<file path="config.mk">
export PLATFORM = sky130hd
export DESIGN_NAME = booth_mul
export DESIGN_NICKNAME = d
export VERILOG_FILES = /design/src/rtl/booth_pkg.sv /design/src/rtl/booth_recoder.sv /design/src/rtl/booth_row_gen.sv /design/src/rtl/booth_cla.sv /design/src/rtl/booth_mul.sv
export SDC_FILE = /design/constraint.sdc
export NUM_CORES = 1
export LEC_CHECK = 0
export ABC_AREA = 1
export BUFFER_PORTS_ARGS = -buffer_cell sky130_fd_sc_hd__buf_2
export CAP_MARGIN = 5
export CORE_MARGIN = 2
export CORE_UTILIZATION = 60
export CTS_BUF_LIST = sky130_fd_sc_hd__clkbuf_8 sky130_fd_sc_hd__clkbuf_16
export CTS_CLUSTER_DIAMETER = 100
export CTS_CLUSTER_SIZE = 12
export DETAILED_ROUTE_END_ITERATION = 8
export PLACE_DENSITY = 0.79
export RECOVER_POWER = 100
export SYNTH_ARGS = -nofsm -noshare
export SYNTH_HDL_FRONTEND = slang
export SYNTH_HIERARCHICAL = 1
export SYNTH_SLANG_ARGS = --single-unit
</file>
<file path="constraint.sdc">
create_clock -name clk -period 7 [get_ports clk]
set_input_delay 0.35 -clock clk [delete_from_list [all_inputs] [get_ports clk]]
set_output_delay 0.35 -clock clk [all_outputs]
set_load 0.05 [all_outputs]
</file>
<file path="src/rtl/booth_pkg.sv">
package booth_pkg;

  // Row selection produced by one recoding window
  typedef enum logic [2:0] {
    BS_ZERO = 3'd0,
    BS_P1   = 3'd1,
    BS_P2   = 3'd2,
    BS_N1   = 3'd3,
    BS_N2   = 3'd4
  } booth_sel_e;

  // Window value = -2*w[2] + w[1] + w[0]
  function automatic booth_sel_e booth_decode(input logic [2:0] w);
    booth_sel_e s;
    case (w)
      3'b001, 3'b010: s = BS_P1;
      3'b011:         s = BS_P2;
      3'b100:         s = BS_N2;
      3'b101, 3'b110: s = BS_N1;
      default:        s = BS_ZERO;
    endcase
    return s;
  endfunction

endpackage

</file>
<file path="src/rtl/booth_recoder.sv">
module booth_recoder
  import booth_pkg::*;
(
  input  logic [2:0]  win_i,
  output booth_sel_e  sel_o
);
  assign sel_o = booth_decode(win_i);
endmodule

</file>
<file path="src/rtl/booth_row_gen.sv">
module booth_row_gen
  import booth_pkg::*;
#(
  parameter int A_W   = 8,
  parameter int ROW_W = 16,
  parameter int SHIFT = 0
) (
  input  logic [A_W-1:0]   mcand_i,
  input  booth_sel_e       sel_i,
  output logic [ROW_W-1:0] row_o,
  output logic             neg_o
);
  localparam int EXT_W = ROW_W - A_W;

  logic [ROW_W-1:0] single_m;
  logic [ROW_W-1:0] double_m;
  logic [ROW_W-1:0] mag;
  logic [ROW_W-1:0] placed;

  assign single_m = {{EXT_W{mcand_i[A_W-1]}}, mcand_i};
  assign double_m = single_m << 1;

  always_comb begin
    case (sel_i)
      BS_P1, BS_N1: mag = single_m;
      BS_P2, BS_N2: mag = double_m;
      default:      mag = '0;
    endcase
  end

  // Shift first: ~(x<<s)+1 == -(x<<s); the +1 enters as adder carry-in
  assign placed = mag << SHIFT;
  assign neg_o  = (sel_i == BS_N1) || (sel_i == BS_N2);
  assign row_o  = neg_o ? ~placed : placed;
endmodule

</file>
<file path="src/rtl/booth_cla.sv">
module booth_cla #(
  parameter int W = 16
) (
  input  logic [W-1:0] a_i,
  input  logic [W-1:0] b_i,
  input  logic         cin_i,
  output logic [W-1:0] sum_o
);
  localparam int NG = (W + 3) / 4;
  localparam int WP = NG * 4;

  logic [WP-1:0] a_p, b_p, s_p;
  logic [WP-1:0] g, p;
  logic [NG:0]   gc;

  assign a_p   = WP'(a_i);
  assign b_p   = WP'(b_i);
  assign g     = a_p & b_p;
  assign p     = a_p ^ b_p;
  assign gc[0] = cin_i;

  for (genvar j = 0; j < NG; j++) begin : g_grp
    logic [3:0] gg, pp;
    logic [3:0] c;
    logic       grp_g, grp_p;
    assign gg = g[4*j +: 4];
    assign pp = p[4*j +: 4];
    assign c[0] = gc[j];
    assign c[1] = gg[0] | (pp[0] & c[0]);
    assign c[2] = gg[1] | (pp[1] & gg[0]) | (pp[1] & pp[0] & c[0]);
    assign c[3] = gg[2] | (pp[2] & gg[1]) | (pp[2] & pp[1] & gg[0])
                | (pp[2] & pp[1] & pp[0] & c[0]);
    assign grp_g = gg[3] | (pp[3] & gg[2]) | (pp[3] & pp[2] & gg[1])
                 | (pp[3] & pp[2] & pp[1] & gg[0]);
    assign grp_p = &pp;
    assign gc[j+1] = grp_g | (grp_p & c[0]);
    assign s_p[4*j +: 4] = pp ^ c;
  end

  assign sum_o = s_p[W-1:0];
endmodule

</file>
<file path="src/rtl/booth_mul.sv">
module booth_mul
  import booth_pkg::*;
#(
  parameter int A_W     = 8,
  parameter int B_W     = 8,
  parameter int OUT_REG = 1
) (
  input  logic               clk,
  input  logic               rst,
  input  logic [A_W-1:0]     mcand_i,
  input  logic [B_W-1:0]     mplier_i,
  output logic [A_W+B_W-1:0] prod_o
);
  localparam int P_W   = A_W + B_W;
  localparam int BE_W  = B_W + (B_W % 2);   // even multiplier width
  localparam int NROW  = BE_W / 2;
  localparam int ROW_W = A_W + BE_W;

  logic [BE_W:0]    mplier_ext;             // extra LSB zero appended
  logic [ROW_W-1:0] acc [0:NROW];
  logic [P_W-1:0]   prod_c;

  if (BE_W != B_W) begin : g_odd
    assign mplier_ext = {mplier_i[B_W-1], mplier_i, 1'b0};
  end else begin : g_even
    assign mplier_ext = {mplier_i, 1'b0};
  end

  assign acc[0] = '0;

  for (genvar k = 0; k < NROW; k++) begin : g_row
    booth_sel_e       sel;
    logic [ROW_W-1:0] row;
    logic             neg;

    booth_recoder u_rec (
      .win_i (mplier_ext[2*k+2 -: 3]),
      .sel_o (sel)
    );

    booth_row_gen #(.A_W(A_W), .ROW_W(ROW_W), .SHIFT(2*k)) u_row (
      .mcand_i (mcand_i),
      .sel_i   (sel),
      .row_o   (row),
      .neg_o   (neg)
    );

    booth_cla #(.W(ROW_W)) u_add (
      .a_i   (acc[k]),
      .b_i   (row),
      .cin_i (neg),
      .sum_o (acc[k+1])
    );
  end

  assign prod_c = acc[NROW][P_W-1:0];

  if (OUT_REG != 0) begin : g_reg
    always_ff @(posedge clk) begin
      if (rst) prod_o <= '0;
      else     prod_o <= prod_c;
    end
  end else begin : g_comb
    assign prod_o = prod_c;
  end
endmodule

</file>
**Word-level counts from Yosys, hierarchy flattened**

Index checks and enable logic that the tools add are counted.

- Flip-flop bits (word level): 16
- Latch bits: 0
- RAM bits: 0
- Bits in read-only memories: 0
- Bits of input ports: 18
- Output and inout port bits: 16
- Logic and storage cells: 403
- Memories: 0

- Add/subtract/negate cells: 0
- $mul: 0
- Divide/modulo/power cells: 0
- Magnitude comparators: 0
- Eq/ne operators: 37
- Shift operators: 0
- Mux-type cells: 12
- Bitwise operators: 323
- Reductions and logical operators: 30

Operators with widths:

| cell | count |
|---|---|
| 1-bit AND | 189 |
| 1-bit OR | 108 |
| 16-bit 2-to-1 mux | 4 |
| 16-bit inverter | 4 |
| 4-bit XOR | 16 |
| 4-bit AND reduction | 12 |
| 16-bit XOR | 3 |
| 15-bit AND | 3 |
| 3-bit by 2-bit == test with 1-bit output, second input constant | 14 |
| 3-bit == test, second input constant | 13 |
| 3-bit case mux with 4 select lines | 3 |
| 16-bit case mux with 2 select lines | 1 |
| 14-bit case mux with 2 select lines | 1 |
| 2-bit OR reduction | 14 |
| 12-bit case mux with 2 select lines | 1 |
| 3-bit by 1-bit == test with 1-bit output, second input constant | 7 |
| 10-bit case mux with 2 select lines | 1 |
| 3-bit case mux with 3 select lines | 1 |
| 2-bit == test, second input constant | 2 |
| 1-bit logical OR | 4 |
| 2-bit by 1-bit == test with 1-bit output, second input constant | 1 |

**Depth between registers and ports, before layout**

Gate-level depths: netlist of run 1.

- Depth after elaboration: 52
- Depth in mapped cells: 46
- Mapped depth without buffers: 46

**Modules after synthesis**

Netlist of run 1, hierarchy kept.

Modules (own cells, without submodules):

| module | times used | cells each | area an instance (sq um) | sequential area each (sq um) |
|---|---|---|---|---|
| booth_row_gen | 4 | 71 | 336.6 | 0.0 |
| booth_cla (g_row[1].u_add) | 1 | 98 | 724.4 | 0.0 |
| booth_cla (g_row[3].u_add) | 1 | 98 | 699.4 | 0.0 |
| booth_cla (g_row[0].u_add) | 1 | 98 | 695.7 | 0.0 |
| booth_cla (g_row[2].u_add) | 1 | 98 | 673.1 | 0.0 |
| booth_mul | 1 | 51 | 478.0 | 320.3 |
| booth_recoder | 4 | 9 | 45.0 | 0.0 |

**Worst setup path before layout of run 1**

OpenSTA, ideal clock, no wires.

- Kind: input to register
- Start: input mplier_i[0]
- End: register prod_o[13]
- Library setup time: 0.111 ns
- Data arrival time: 5.962 ns
- Required time: 6.889 ns
- Path slack: 0.927 ns
- Cell stages on the path: 37
- Buffers on the path: 0
- Cells stage by stage: nor3_1 > inv_1 > nand2_1 > nand2_1 > nand3_1 > nand2_1 > nand2_1 > nand2_1 > ha_1 > nand2_1 > inv_2 > nand3_2 > nand2_2 > fa_1 > xor2_1 > ha_1 > a21oi_1 > nand2_1 > nand2_1 > nand2_1 > xor2_1 > ha_1 > a21oi_1 > nand2_1 > a21oi_2 > nand2_4 > fa_1 > xor2_1 > ha_1 > a21oi_2 > o21bai_1 > a21oi_2 > nand2_4 > fa_1 > xor2_1 > inv_1 > nor2_1

RTL lines:

| element | RTL line | text |
|---|---|---|
| start, declared | booth_mul.sv:11 | `input logic [B_W-1:0] mplier_i,` |
| end signal, assigned | booth_mul.sv:61 | `else prod_o <= prod_c;` |
| end, declared | booth_mul.sv:12 | `output logic [A_W+B_W-1:0] prod_o` |

==> flow_summary.yaml, run 1 <==
run_status:
  outcome: "finished clean"
placed_design:
  gp_routability_congestion: 0.9327
  place.port_buffers: 33
  placement.cell_area_mm2: 0.004906
  placed_instances: 889
  dp_hpwl_um: 7967
yosys:
  post_synth_inst_count: 763
  yosys_warnings: 6
  avgSynthCellArea_um2: 6.287
  netlist_area_mm2: 0.004797
  ys_async_sr_fraction_pct: 0
  synth-edff-count: 0
  yosys.area.top_type_share_pct: 18.15
  ys_seq_area_share_pct: 6.677
  yosys.area.top_type: "nand2_1"
  yosys.cell_types.count: 27
  synthMostInstantiatedCell: "nand2_1"
  ys.flop_type: "dfxtp_1"
  yosys-top-cells-count: "nand2_1 (232), inv_1 (107), nand3_1 (96)"
  synth_area_leaders: "nand2_1 (18%), ha_1 (16%), nand3_1 (10%)"
  postSynthRegisterBits: 16
hold_path:
  hold_path.class: "input port to flop"
  launch_instance_of_the_worst_min_delay_path: "rst"
global_routing:
  grt_pass1_vias: 4073
  grt.overflow.total: 0
  grt_start_max_net_pins: 22
  grt_util_all_layers_pct: 21.58
  number_of_antenna_violations_at_the_first_check_in_global_routing: 0
  grt_pass1_wl_um: 16100
worst_setup_path:
  worst-endpoint-required_ns: 7.12
  worstSetupStartpoint: "mplier_i[1]"
  crit_path_frequent_cell: "inv_1"
  critical_path_s_slowest_cell: "fa_1"
  criticalPathCategory: "input port to flop"
  slowest_delay_ns: 0.39
  cp-end-kind: "flop"
  critPathLaunchType: "input port"
  critPathMaxFanout: 13
  arrival_time_worst_endpoint_ns: 6.61
timing:
  min_period_ns: 6.491
  finalHoldViolCount: 0
  setup_repair_after_global_routing_missed_its_margin: "no"
  tightestPinTransition_ns: 0.6016
  layout_worst_path_cycle_share_pct: 92.73
  maxSlewViolCount: 0
  relSlewSlack_pct: 60.07
  tns_ns: 0
  timing.final.setup_violations: 0
  holdWs_ns: 0.4690
  max_freq_mhz: 154.1
floorplan:
  die_area_mm2: 0.008726
  floorplan.die.height_um: 93.42
  initial_cell_density_of_the_core_pct: 62.08
  fp.dieW_um: 93.42
  core_area_mm2: 0.007727
  core.rowCount: 32
  io_pins: 34
layout:
  area_occupied_by_multi_input_gates_mm2: 0.003845
  finish.instance_area_mm2: 0.004922
  fin_cells: 892
  area_growth_pct: 2.608
  largest_reg_flops: 16
  regMostFlops: "prod_o"
  design.final.nets: 886
  n_diodes: 0
  final-seq-area_um2: 320.3
  regs_by_ff_count: "prod_o: 16 flops"
  n_fill_cell: 741
  final_layout_size_suffix_gt1_share_pct: 11.39
clock_tree:
  cts_hold_repair.buffers: 0
  tritoncts: "built"
  ctsLongestPathBuffers: 2
  htree_num_levels: 1
  worst_setup_hold_path_clk_slew_ns: 0.05
  clock-root-buffer: "clkbuf_8"
  cts-resized-gates: 0
  cts.sinks: 16
  postCtsSetupBuffers: 0
  numCtsBuffers: 3
routing:
  via_per_inst: 5.013
  routed_wire_length_per_instance_um: 10.42
  drt.antenna.violating_nets: 0
  drt_pre_antenna_iters: 4
  drc: 0
  wirelength_um: 9299
  dr_total_vias: 4472
  drtIter0Drc: 145
run:
  cap_violations: 0
-- layer usage --
| layer | part of all wire [%] | up-vias | GRT usage, % |
|---|---|---|---|
| met5 | 0 | - | 0 |
| met4 | 2.3 | 0 | 6.985 |
| met3 | 4.4 | 19 | 1.370 |
| met2 | 49 | 114 | 41.13 |
| met1 | 44 | 1931 | 25.41 |
| li1 | - | 2408 | - |
-- final timing paths --
| kind | endpoint | slack, ns | cells past startpoint |
|---|---|---|---|
| max | prod_o[13]$_SDFF_PP0_ | 0.51 | 39 |
| min | prod_o[11]$_SDFF_PP0_ | 0.47 | 2 |
-- cells by family (layout without fill, tap and decap cells) --
family,count (synthesis),count (layout),synth area share (%)
flip-flops,16,16,6.677
buffers and inverters,150,153,14.95
adder cells (fa/ha/maj),76,76,22.33
AO/OA/AOI/OAI,44,44,5.816
AND/OR/NAND/NOR,428,428,41.39
other,1,25,0.07817
XOR/XNOR,48,48,8.764
-- per-stage QoR --
step,setup slack (ns),utilization [%]
after floorplan,0.9266,-
after global routing,0.01779,63.70
after detailed placement,0.2937,63.49
after CTS,0.5186,64.02
final,0.5086,63.70
after global placement,0.4885,63.49
-- cell usage in the layout, fill, tap and decap left out --
cell type | Yosys | final
a21oi_1 | 27 | 27
a21oi_2 | 13 | 13
and2_0 | 0 | 3
and2_1 | 4 | 1
buf_2 | 0 | 17
buf_4 | 28 | 1
clkbuf_1 | 0 | 16
clkbuf_8 | 0 | 3
clkinv_1 | 3 | 3
conb_1 | 1 | 25
dfxtp_1 | 16 | 16
fa_1 | 16 | 16
ha_1 | 60 | 60
inv_1 | 107 | 107
inv_2 | 6 | 6
nand2_1 | 232 | 234
nand2_2 | 27 | 25
nand2_4 | 9 | 9
nand3_1 | 96 | 96
nand3_2 | 4 | 4
nand4_1 | 4 | 4
nor2_1 | 33 | 33
nor2_2 | 5 | 5
nor2_4 | 6 | 6
nor3_1 | 7 | 7
nor3_4 | 1 | 1
o21bai_1 | 4 | 4
xnor2_1 | 16 | 16
xor2_1 | 32 | 32
-- layout make-up --
cell class / instances / area share (%)
flip-flops and latches: 16 / 6.507
well taps: 102 / 2.593
repair buffers: 34 / 3.101
inverters: 116 / 8.846
multi-input cells: 621 / 78.11
clock buffers: 3 / 0.8388
-- critical path: cells and delay by family --
family,cells,cell delay [ns]
buffers and inverters,8,0.81
adders and majority gates,7,2.50
and+or+nand+nor,15,1.45
AOI/OAI and AO/OA,5,0.81
xor gates and xnor gates,4,0.69
Power of run 1 is left out: the tool's default activity adds up to more than one toggle a clock period on the data nets, which glitch-free logic cannot reach.
==> inputs of run 2 (changes only) <==
CORE_MARGIN = 1.5   (was 2)
==> run 2 against run 1 <==
Compared with the run above:
- critical path type unchanged
- non-clock buffer count unchanged
- sequential cell count unchanged
- hold slack worse by 0.013 ns
- die area down 2.1%
- utilization up 0.15 points
- via count about the same
- setup slack worse by 0.075 ns
- critical endpoint unchanged
- critical path depth down 1
==> flow_summary.yaml, run 2 (synthesized netlist as in run 1, its figures left out) <==
run_status:
  outcome: "finished clean"
timing:
  tightestPinTransition_ns: 0.6066
  finalHoldViolCount: 0
  max_freq_mhz: 152.3
  layout_worst_path_cycle_share_pct: 93.80
  final.setup.worst_slack_ns: 0.4338
  setup_repair_after_global_routing_missed_its_margin: "no"
  timing.final.setup_violations: 0
  min_period_ns: 6.566
  relSlewSlack_pct: 59.73
  tns_ns: 0
  maxSlewViolCount: 0
worst_setup_path:
  critical_path_s_slowest_cell: "fa_1"
  crit_path_frequent_cell: "nand2_1"
  critPathLaunchType: "input port"
  worst-endpoint-required_ns: 7.13
  criticalPathCategory: "input port to flop"
  slowest_delay_ns: 0.40
  arrival_time_worst_endpoint_ns: 6.69
  cp-end-kind: "flop"
  critPathMaxFanout: 13
placed_design:
  placed_instances: 889
  place.port_buffers: 33
  pre_cts_slack_ns: 0.2555
  gp_routability_congestion: 0.9454
  placement.cell_area_mm2: 0.004906
  dp_hpwl_um: 7917
clock_tree:
  ctsLongestPathBuffers: 2
  cts_hold_repair.buffers: 0
  worst_setup_hold_path_clk_slew_ns: 0.06
  numCtsBuffers: 3
  htree_num_levels: 1
  cts-resized-gates: 0
  cts.sinks: 16
  tritoncts: "built"
  clock-root-buffer: "clkbuf_8"
  postCtsSetupBuffers: 0
layout:
  regMostFlops: "prod_o"
  regs_by_ff_count: "prod_o: 16 flops"
  layout.cells.most_common_list: "nand2_1 (235), inv_1 (107), nand3_1 (96), ha_1 (60), nor2_1 (33)"
  largest_reg_flops: 16
  most_common_cell_after_layout_fill_and_taps_aside: "nand2_1"
  area_growth_pct: 2.843
  final_layout_size_suffix_gt1_share_pct: 11.38
  n_diodes: 0
  fin_cells: 893
  finish.instance_area_mm2: 0.004933
  design.final.nets: 886
floorplan:
  core_area_mm2: 0.007727
  io_pins: 34
  die_area_mm2: 0.008541
  initial_cell_density_of_the_core_pct: 62.08
  core.rowCount: 32
  floorplan.die.height_um: 92.42
  fp.dieW_um: 92.42
global_routing:
  grt_util_all_layers_pct: 22.14
  grt_pass1_vias: 4089
  grt_start_max_net_pins: 22
  grt_pass1_wl_um: 16090
  number_of_antenna_violations_at_the_first_check_in_global_routing: 0
  grt.overflow.total: 0
hold_path:
  launch_instance_of_the_worst_min_delay_path: "rst"
  hold_path_depth: 2
  min_to: "prod_o[9]$_SDFF_PP0_"
  hold_path.class: "input port to flop"
routing:
  routed_wire_length_per_instance_um: 10.42
  drc: 0
  drt.antenna.violating_nets: 0
  wirelength_um: 9308
  drtIter0Drc: 204
  drt_pre_antenna_iters: 4
  via_per_inst: 5.004
  dr_total_vias: 4469
run:
  cap_violations: 0
## run 2: changes by cell type in the layout (fill, tap and decap cells not counted), sizes merged
| cell | previous run | this run |
|---|---|---|
| clkbuf | 19 | 20 |
## run 2: cell type report
cell class	instances	area [um2]
well taps	102	127.6
flip-flops and latches	16	320.3
multi-input cells	621	3842
fillers	741	2794
repair buffers	34	152.6
inverters	116	435.4
clock buffers	4	55.05
## run 2: how the worst max path moves through the flow
stage	start	to	slack [ns]	cells after the start
5_1_grt	mplier_i[1]	prod_o[13]$_SDFF_PP0_	0.03	39
4_1_cts	mplier_i[1]	prod_o[13]$_SDFF_PP0_	0.50	38
3_3_place_gp	mplier_i[1]	prod_o[13]$_SDFF_PP0_	0.50	39
6_report	mplier_i[1]	prod_o[13]$_SDFF_PP0_	0.43	38
3_5_place_dp	mplier_i[1]	prod_o[13]$_SDFF_PP0_	0.26	38
2_1_floorplan	mplier_i[0]	prod_o[13]$_SDFF_PP0_	0.93	37
## run 2: metal layers
layer / share of wire (%) / global-route usage, %
met1: 44 / 25.65
met2: 51 / 43.87
met3: 4.1 / 1.149
met4: 0.86 / 4.872
met5: 0 / 0
## run 2: critical path, delay by kind of cell
family / cells / cell delay, ns
compound gates: 6 / 0.97
xor+xnor: 4 / 0.68
fa+ha+maj: 7 / 2.60
buf+inv: 6 / 0.67
simple gates: 15 / 1.39
## run 2: per-stage QoR
step / utilization, % / hold slack [ns]
global route: 63.84 / 0.4780
CTS: 64.20 / 0.4582
finish: 63.84 / 0.4559
global placement: 63.49 / 0.7108
detailed placement: 63.49 / 0.7168
floorplan: - / 0.5340
Power of run 2 is left out for the same reason.
